`config.mk`:
```
export PLATFORM = sky130hd
export DESIGN_NAME = idxreg_front
export DESIGN_NICKNAME = d
export VERILOG_FILES = /design/src/rtl/idxreg_pkg.sv /design/src/rtl/idxreg_decode.sv /design/src/rtl/idxreg_entry.sv /design/src/rtl/idxreg_rdmux.sv /design/src/rtl/idxreg_front.sv
export SDC_FILE = /design/constraint.sdc
export NUM_CORES = 2
export LEC_CHECK = 0
export ABC_AREA = 1
export ABC_CLOCK_PERIOD_IN_PS = 2700
export BUFFER_PORTS_ARGS = -buffer_cell sky130_fd_sc_hd__buf_2
export CORE_AREA = 10 10 259 261
export CTS_CLUSTER_SIZE = 12
export DETAILED_ROUTE_END_ITERATION = 8
export DIE_AREA = 0 0 269 271
export PLACE_DENSITY_LB_ADDON = 0.05
export SYNTH_ARGS = -nofsm -noshare
export SYNTH_HDL_FRONTEND = slang
export SYNTH_SLANG_ARGS = --single-unit
```
`constraint.sdc`:
```
create_clock -name clk -period 2.7 [get_ports clk]
set_input_delay 0.27 -clock clk [delete_from_list [all_inputs] [get_ports clk]]
set_output_delay 0.27 -clock clk [all_outputs]
set_load 0.02 [all_outputs]
```
`src/rtl/idxreg_pkg.sv`:
```
package idxreg_pkg;

  localparam logic [7:0] OFS_INDEX = 8'h00;
  localparam logic [7:0] OFS_DATA  = 8'h10;
  localparam logic [7:0] OFS_PIN   = 8'h20;
  localparam logic [7:0] OFS_EOI   = 8'h40;

  localparam logic [7:0] SEL_ID    = 8'h00;
  localparam logic [7:0] SEL_VER   = 8'h01;
  localparam logic [7:0] SEL_TBL   = 8'h10;

  // Stored (software-writable) fields of one redirection entry
  typedef struct packed {
    logic [7:0] dest;
    logic       mask;
    logic       trig;
    logic       pol;
    logic       dmode;
    logic [2:0] dlv;
    logic [7:0] vec;
  } ent_cfg_t;

  localparam ent_cfg_t ENT_RESET = '{dest: 8'd0, mask: 1'b1, trig: 1'b0,
                                     pol: 1'b0, dmode: 1'b0, dlv: 3'd0,
                                     vec: 8'd0};

  // Low word of an entry with hardware-owned status merged in
  function automatic logic [31:0] pack_lo(ent_cfg_t c, logic rirr, logic busy);
    return {15'd0, c.mask, c.trig, rirr, c.pol, busy, c.dmode, c.dlv, c.vec};
  endfunction

  // High word of an entry
  function automatic logic [31:0] pack_hi(ent_cfg_t c);
    return {c.dest, 24'd0};
  endfunction

  // Convert a data-port write word into entry fields (both halves)
  function automatic ent_cfg_t unpack_wr(logic [31:0] w);
    ent_cfg_t c;
    c.dest  = w[31:24];
    c.mask  = w[16];
    c.trig  = w[15];
    c.pol   = w[13];
    c.dmode = w[11];
    c.dlv   = w[10:8];
    c.vec   = w[7:0];
    return c;
  endfunction

  // Version word
  function automatic logic [31:0] ver_word(logic [7:0] ver, int unsigned n);
    logic [7:0] last;
    last = 8'(n - 1);
    return {8'd0, last, 1'b1, 7'd0, ver};
  endfunction

  // Index of the low word of entry k
  function automatic logic [7:0] lo_index(int unsigned k);
    return 8'(32'(SEL_TBL) + 2 * k);
  endfunction

endpackage

```
`src/rtl/idxreg_decode.sv`:
```
module idxreg_decode
  import idxreg_pkg::*;
(
  input  logic       bus_valid,
  input  logic       bus_write,
  input  logic [7:0] bus_addr,
  output logic       wr_index,
  output logic       wr_data,
  output logic       wr_pin,
  output logic       wr_eoi,
  output logic       rd_any
);

  logic do_wr;

  always_comb begin
    do_wr    = bus_valid && bus_write;
    wr_index = do_wr && (bus_addr == OFS_INDEX);
    wr_data  = do_wr && (bus_addr == OFS_DATA);
    wr_pin   = do_wr && (bus_addr == OFS_PIN);
    wr_eoi   = do_wr && (bus_addr == OFS_EOI);
    rd_any   = bus_valid && !bus_write;
  end

endmodule

```
`src/rtl/idxreg_entry.sv`:
```
module idxreg_entry
  import idxreg_pkg::*;
(
  input  logic     clk,
  input  logic     rst_n,
  input  logic     wr_lo,
  input  logic     wr_hi,
  input  ent_cfg_t wr_val,
  output ent_cfg_t cfg
);

  always_ff @(posedge clk) begin
    if (!rst_n) begin
      cfg <= ENT_RESET;
    end else begin
      if (wr_lo) begin
        cfg.mask  <= wr_val.mask;
        cfg.trig  <= wr_val.trig;
        cfg.pol   <= wr_val.pol;
        cfg.dmode <= wr_val.dmode;
        cfg.dlv   <= wr_val.dlv;
        cfg.vec   <= wr_val.vec;
      end
      if (wr_hi) begin
        cfg.dest <= wr_val.dest;
      end
    end
  end

endmodule

```
`src/rtl/idxreg_rdmux.sv`:
```
module idxreg_rdmux
  import idxreg_pkg::*;
#(
  parameter int unsigned NUM_ENT = 24,
  parameter logic [7:0]  VERSION = 8'h20
) (
  input  logic [7:0]               bus_addr,
  input  logic [7:0]               idx,
  input  logic [31:0]              id_word,
  input  ent_cfg_t [NUM_ENT-1:0]   cfgs,
  input  logic [NUM_ENT-1:0]       hw_busy,
  input  logic [NUM_ENT-1:0]       hw_rirr,
  output logic [31:0]              rd_word
);

  logic [31:0] ind_word;

  always_comb begin
    ind_word = 32'd0;
    if (idx == SEL_ID)  ind_word = id_word;
    if (idx == SEL_VER) ind_word = ver_word(VERSION, NUM_ENT);
    for (int k = 0; k < int'(NUM_ENT); k++) begin
      if (idx == lo_index(k))
        ind_word = pack_lo(cfgs[k], hw_rirr[k], hw_busy[k]);
      if (idx == lo_index(k) + 8'd1)
        ind_word = pack_hi(cfgs[k]);
    end
  end

  always_comb begin
    case (bus_addr)
      OFS_INDEX: rd_word = {24'd0, idx};
      OFS_DATA:  rd_word = ind_word;
      default:   rd_word = 32'd0;
    endcase
  end

endmodule

```
`src/rtl/idxreg_front.sv`:
```
module idxreg_front
  import idxreg_pkg::*;
#(
  parameter int unsigned NUM_ENT = 24,
  parameter logic [7:0]  VERSION = 8'h20,
  parameter int unsigned PIN_W   = 5
) (
  input  logic                 clk,
  input  logic                 rst_n,
  input  logic                 bus_valid,
  input  logic                 bus_write,
  input  logic [7:0]           bus_addr,
  input  logic [31:0]          bus_wdata,
  output logic [31:0]          bus_rdata,
  input  logic [NUM_ENT-1:0]   hw_busy,
  input  logic [NUM_ENT-1:0]   hw_rirr,
  output logic [8*NUM_ENT-1:0] cfg_vec,
  output logic [3*NUM_ENT-1:0] cfg_dlv,
  output logic [NUM_ENT-1:0]   cfg_dmode,
  output logic [NUM_ENT-1:0]   cfg_pol,
  output logic [NUM_ENT-1:0]   cfg_trig,
  output logic [NUM_ENT-1:0]   cfg_mask,
  output logic [8*NUM_ENT-1:0] cfg_dest,
  output logic                 pin_pulse,
  output logic [PIN_W-1:0]     pin_num,
  output logic                 eoi_pulse,
  output logic [7:0]           eoi_vec
);

  // Named internal events, visible to the bound checker
  logic        wr_index_ev, wr_data_ev, wr_pin_ev, wr_eoi_ev, rd_ev;
  logic [7:0]  idx_q;
  logic [31:0] id_q;
  logic [31:0] rd_word;
  ent_cfg_t    wr_val;
  ent_cfg_t [NUM_ENT-1:0] cfgs;

  idxreg_decode u_dec (
    .bus_valid (bus_valid),
    .bus_write (bus_write),
    .bus_addr  (bus_addr),
    .wr_index  (wr_index_ev),
    .wr_data   (wr_data_ev),
    .wr_pin    (wr_pin_ev),
    .wr_eoi    (wr_eoi_ev),
    .rd_any    (rd_ev)
  );

  assign wr_val = unpack_wr(bus_wdata);

  always_ff @(posedge clk) begin
    if (!rst_n) begin
      idx_q <= 8'd0;
      id_q  <= 32'd0;
    end else begin
      if (wr_index_ev) idx_q <= bus_wdata[7:0];
      if (wr_data_ev && idx_q == SEL_ID) id_q <= bus_wdata;
    end
  end

  for (genvar k = 0; k < int'(NUM_ENT); k++) begin : g_ent
    logic hit_lo, hit_hi;
    assign hit_lo = wr_data_ev && (idx_q == lo_index(k));
    assign hit_hi = wr_data_ev && (idx_q == lo_index(k) + 8'd1);

    idxreg_entry u_ent (
      .clk    (clk),
      .rst_n  (rst_n),
      .wr_lo  (hit_lo),
      .wr_hi  (hit_hi),
      .wr_val (wr_val),
      .cfg    (cfgs[k])
    );

    assign cfg_vec[8*k +: 8]  = cfgs[k].vec;
    assign cfg_dlv[3*k +: 3]  = cfgs[k].dlv;
    assign cfg_dmode[k]       = cfgs[k].dmode;
    assign cfg_pol[k]         = cfgs[k].pol;
    assign cfg_trig[k]        = cfgs[k].trig;
    assign cfg_mask[k]        = cfgs[k].mask;
    assign cfg_dest[8*k +: 8] = cfgs[k].dest;
  end

  idxreg_rdmux #(.NUM_ENT(NUM_ENT), .VERSION(VERSION)) u_rd (
    .bus_addr (bus_addr),
    .idx      (idx_q),
    .id_word  (id_q),
    .cfgs     (cfgs),
    .hw_busy  (hw_busy),
    .hw_rirr  (hw_rirr),
    .rd_word  (rd_word)
  );

  always_ff @(posedge clk) begin
    if (!rst_n) begin
      bus_rdata <= 32'd0;
      pin_pulse <= 1'b0;
      pin_num   <= '0;
      eoi_pulse <= 1'b0;
      eoi_vec   <= 8'd0;
    end else begin
      if (rd_ev) bus_rdata <= rd_word;
      pin_pulse <= wr_pin_ev;
      eoi_pulse <= wr_eoi_ev;
      if (wr_pin_ev) pin_num <= bus_wdata[PIN_W-1:0];
      if (wr_eoi_ev) eoi_vec <= bus_wdata[7:0];
    end
  end

endmodule

```
==> results.md <==
- Measured in cells, the most critical reg-to-reg path has a length of 19.
- After floorplanning, the core was sized to cover 61600 sq um.
- The final-report setup violation count is 22.
- Entering global routing, the biggest net connects 160 pins.
- The worst slack after detailed placement is -1.080 ns.
- TritonCTS built the clock tree.
- The depth of the CTS H-tree is 3.
- On the worst path, the slowest cell contributes a delay of 0.39 ns.
- The total negative slack for setup checks is -4.316 ns.
- For this configuration, the core starts out at a cell density of 0.4302.
- The post-route worst setup slack is -0.3846 ns.
- The flow ran to the end, but the final reports show violations.
- The placement row count is 91.
- The share of the Yosys chip area taken by registers is 0.4827.
- The worst-case IR drop observed on VDD is 0.4001 mV.
- The worst hold path belongs to the class in2reg.
- Counting instances, the worst hold path has a depth of 3.
- The final weighted congestion in routability-driven placement is 1.032.
- The critical path goes through nor2_4 -> nand2_2 -> nor2_4 -> buf_4 -> inv_2 -> buf_6 -> o21ai_2 -> a21oi_4 -> nand4_1 -> a21oi_2 -> nand4_1 -> nor2_4 -> nand3_4 -> nor3_4 -> nand3_2 -> a21oi_2 -> nand4_1 -> nand2_1 -> a21oi_1.
- The via total after detailed routing is 30190.
- Each instance of the synthesized netlist takes up on average 7.082 sq um.
- Setup repair after global routing could not meet its margin everywhere.
- Relative to the synthesized area, the layout overhead comes to 34.32%.
- The proportion of layout cells with a drive suffix above 1 is 0.2755.
- The final routed wirelength across all metal layers is 135600 microns.
- On the critical path the largest part of the delay comes from simple AND/OR/NAND/NOR gates.
- The I/O pin total is 691.
- The final hold slack is 0.04863 ns.
- The later pin in the worst-skew pair is clocked with a latency of 0.61 ns.
- The transition at the pin with the smallest max-transition slack is 1.179 ns.
- The first detailed-routing pass took 6 iterations.
- The Yosys warning count is 0.
- The setup path with the least slack is of type reg2reg.
- Clock-pin slew was measured on the worst setup and hold paths at 0.06 ns.
- In this run, CTS created clock tree buffers numbering 71.
- The area occupied by registers is 12820 sq um.
- Summing all multi-input logic gate instances after layout gives 12350 sq um.
- The number of violations of the max-capacitance limit is 0.
- The number of failing hold endpoints at the final stage was 0.
- The final cycle utilization of the critical path is 1.142.
- The time the final worst path needs with I/O delays and setup is 3.085 ns.
- The initial antenna violation count is 1.
- Measured along the x axis, the die boundary spans 269 microns.
- The total DRC errors in the routed layout is 0.
- The power density of the placed cells is 554.5 nW/um^2.
- During placement, the flow inserted port buffers numbering 690.
- The clock tree root driver cell is sky130_fd_sc_hd__clkbuf_16.
- The floorplan step set the die height to 271 microns.
- The number of different library cells in the post-synthesis netlist is 32.
- The critical path runs through a total of 19 cells.
- The area of the mapped netlist is 26500 sq um.
- The total routing resource utilization after global routing is 0.3524.
- Using the TritonRoute via totals, the vias-per-cell ratio works out to 5.535.
- The slowest stage of the critical path is the sky130_fd_sc_hd__dfxtp_4 cell.
- The number of global-route vias before repair is 28100.
- The net count of the finished layout is 4657.
- In this run the deepest clock path goes through 3 buffers.
- After detailed routing, the average wire length per cell comes to 24.86 microns.
- The first-pass GRT wire length is 192200 microns.
- The first routing iteration left 3374 violations.
- The number of nets with antenna violations after routing is 0.
- Summed over all cells, the static leakage comes to 16.00 nW.
- The maximum fanout along the worst path is 6.
- The final-report max-slew violation count came to 0.
- The overflow left after global routing is 0.
- In this run, synthesis produced a sequential element count of 639.
- The clock drives 639 sinks.
- When the netlist entered floorplanning its net count stood at 3834.
- For the worst setup path, the data required time is 3.14 ns.
- The number of diodes added for antenna fixing is 0.
- STA puts the critical path data arrival time at 3.53 ns.
- Synthesis handed over a netlist of 3742 instances.
- The number of buffer and inverter stages on the critical path is 3.
- The checks that failed: setup timing.
- The type of origin of the critical path is a register.
- After legalization and detailed placement, the total HPWL measured 100400 microns.
- The worst pin sits at a relative slew slack of 0.2138.
- The overall die area is 72900 sq um.
- The final setup skew is 0.01874 ns.
- The highest clock frequency the design can meet is 0.3242 GHz.
- The fill cell total of the finished layout is 6023.
- The category of the worst setup path capture point is a register.
-- cells in the final DEF, fill, tap and decap left out, types with 21 or more instances in the layout --
cell and n:
sky130_fd_sc_hd__nor2_4 22, sky130_fd_sc_hd__nor2_2 67, sky130_fd_sc_hd__buf_2 689, sky130_fd_sc_hd__buf_4 215, sky130_fd_sc_hd__a21oi_1 380, sky130_fd_sc_hd__nand3_1 41, sky130_fd_sc_hd__nand2_1 509, sky130_fd_sc_hd__nor2_1 701
sky130_fd_sc_hd__buf_12 22, sky130_fd_sc_hd__nand4_1 115, sky130_fd_sc_hd__o21ai_0 598, sky130_fd_sc_hd__clkinv_1 22, sky130_fd_sc_hd__clkbuf_16 73, sky130_fd_sc_hd__buf_6 24, sky130_fd_sc_hd__nand2_2 31, sky130_fd_sc_hd__inv_1 258
sky130_fd_sc_hd__o22ai_1 21, sky130_fd_sc_hd__a22o_1 23, sky130_fd_sc_hd__dfxtp_1 631
-- flip-flops by register name, summed over array words and instances (netlist names) --
| name | flops |
|---|---|
| bus_rdata | 32 |
| eoi_pulse | 1 |
| eoi_vec | 8 |
| g_ent.u_ent.cfg | 552 |
| id_q | 32 |
| idx_q | 8 |
| pin_num | 5 |
| pin_pulse | 1 |
-- logic make-up (layout without fill, tap and decap cells) --
logic type,after synthesis,after routing,share of synthesized area
simple gates,1528,1528,0.2351
compound gates,1052,1052,0.2042
flops,639,639,0.4827
buf+inv,523,1398,0.07795
-- worst paths after layout --
kind / startpoint / end / slack [ns]
setup / recovery: idx_q[4] / bus_rdata[14] / -0.38
hold / removal: bus_wdata[1] / eoi_vec[1] / 0.05
setup reg to reg: idx_q[4] / bus_rdata[14] / -0.38
hold reg to reg: id_q[17] / id_q[17] / 0.45
-- layer usage --
layer | vias up | global-route usage | share of wire
li1 | 13970 | - | -
met4 | 2 | 0.1798 | 0.053
met3 | 370 | 0.08156 | 0.093
met5 | - | 0 | 0.000081
met2 | 1604 | 0.5869 | 0.48
met1 | 14250 | 0.4167 | 0.38
-- synth_stat cells --
cell type	count	area [sq um]
sky130_fd_sc_hd__nand4_1	115	719.4
sky130_fd_sc_hd__inv_1	268	1006
sky130_fd_sc_hd__nor2_1	763	2864
sky130_fd_sc_hd__nor3_1	12	60.06
sky130_fd_sc_hd__inv_2	12	45.04
sky130_fd_sc_hd__o221ai_1	3	26.28
sky130_fd_sc_hd__o21ai_0	599	2998
sky130_fd_sc_hd__buf_2	58	290.3
sky130_fd_sc_hd__nor2_2	24	150.1
sky130_fd_sc_hd__o2111ai_1	1	8.760
sky130_fd_sc_hd__and3_1	1	6.260
sky130_fd_sc_hd__nand2_1	548	2057
sky130_fd_sc_hd__buf_6	1	11.26
sky130_fd_sc_hd__nor2_4	3	33.78
sky130_fd_sc_hd__nor3_2	2	20.02
sky130_fd_sc_hd__o211ai_1	2	15.01
sky130_fd_sc_hd__clkbuf_1	152	570.6
sky130_fd_sc_hd__o21ai_1	1	5.000
sky130_fd_sc_hd__nand3_2	1	10.01
sky130_fd_sc_hd__nand3_1	53	265.3
sky130_fd_sc_hd__a22o_1	23	201.4
sky130_fd_sc_hd__nand2_2	3	18.77
sky130_fd_sc_hd__o22ai_1	21	131.4
sky130_fd_sc_hd__nand2_4	1	11.26
sky130_fd_sc_hd__buf_4	6	45.04
sky130_fd_sc_hd__a21oi_1	398	1992
sky130_fd_sc_hd__dfxtp_1	639	12790
sky130_fd_sc_hd__buf_1	2	7.510
sky130_fd_sc_hd__nand3b_1	1	7.510
sky130_fd_sc_hd__a221oi_1	4	35.03
sky130_fd_sc_hd__nor4_1	1	6.260
sky130_fd_sc_hd__clkinv_1	24	90.09
-- per-stage QoR --
stage	util	instances	area, sq um	total power [W]
finish	0.5779	5454	35600	0.01974
detailed placement	0.5209	5281	32080	0.01026
CTS	0.5709	5435	35160	0.01975
floorplan	-	3742	26500	0.009941
global route	0.5779	5454	35600	0.02018
global placement	0.5209	5281	32080	0.01026
-- timing repair --
item / CTS / global route
setup buffers: 14 / 18
pin swaps: 57 / 98
setup endpoints to repair: 25 / 53
hold endpoints to repair: 17 / 0
resized for setup: 162 / 85
hold buffers: 15 / 0
cloned: 0 / 1
-- layout make-up --
type / count / area share
Sequential cell: 639 / 0.3601
Multi-Input combinational cell: 2580 / 0.3468
Timing Repair Buffer: 968 / 0.1677
Clock buffer: 105 / 0.05863
Inverter: 304 / 0.03248
Tap cell: 837 / 0.02942
Clock inverter: 20 / 0.004710
Timing Repair inverter: 1 / 0.0001406
-- worst register-to-register path, delay by kind of cell, from the launching register on --
| family | cells | cell delay, ns |
|---|---|---|
| buffers and inverters | 3 | 0.31 |
| AO/OA/AOI/OAI | 5 | 0.70 |
| flip-flops | 1 | 0.39 |
| AND/OR/NAND/NOR | 11 | 1.52 |
-- report_power, final --
group / switching [W] / internal (W)
clock: 0.00410 / 0.00555
sequential: 0.000000709 / 0.00942
combinational: 0.000523 / 0.000152
Note: power is estimated with default switching activity, not from simulation.
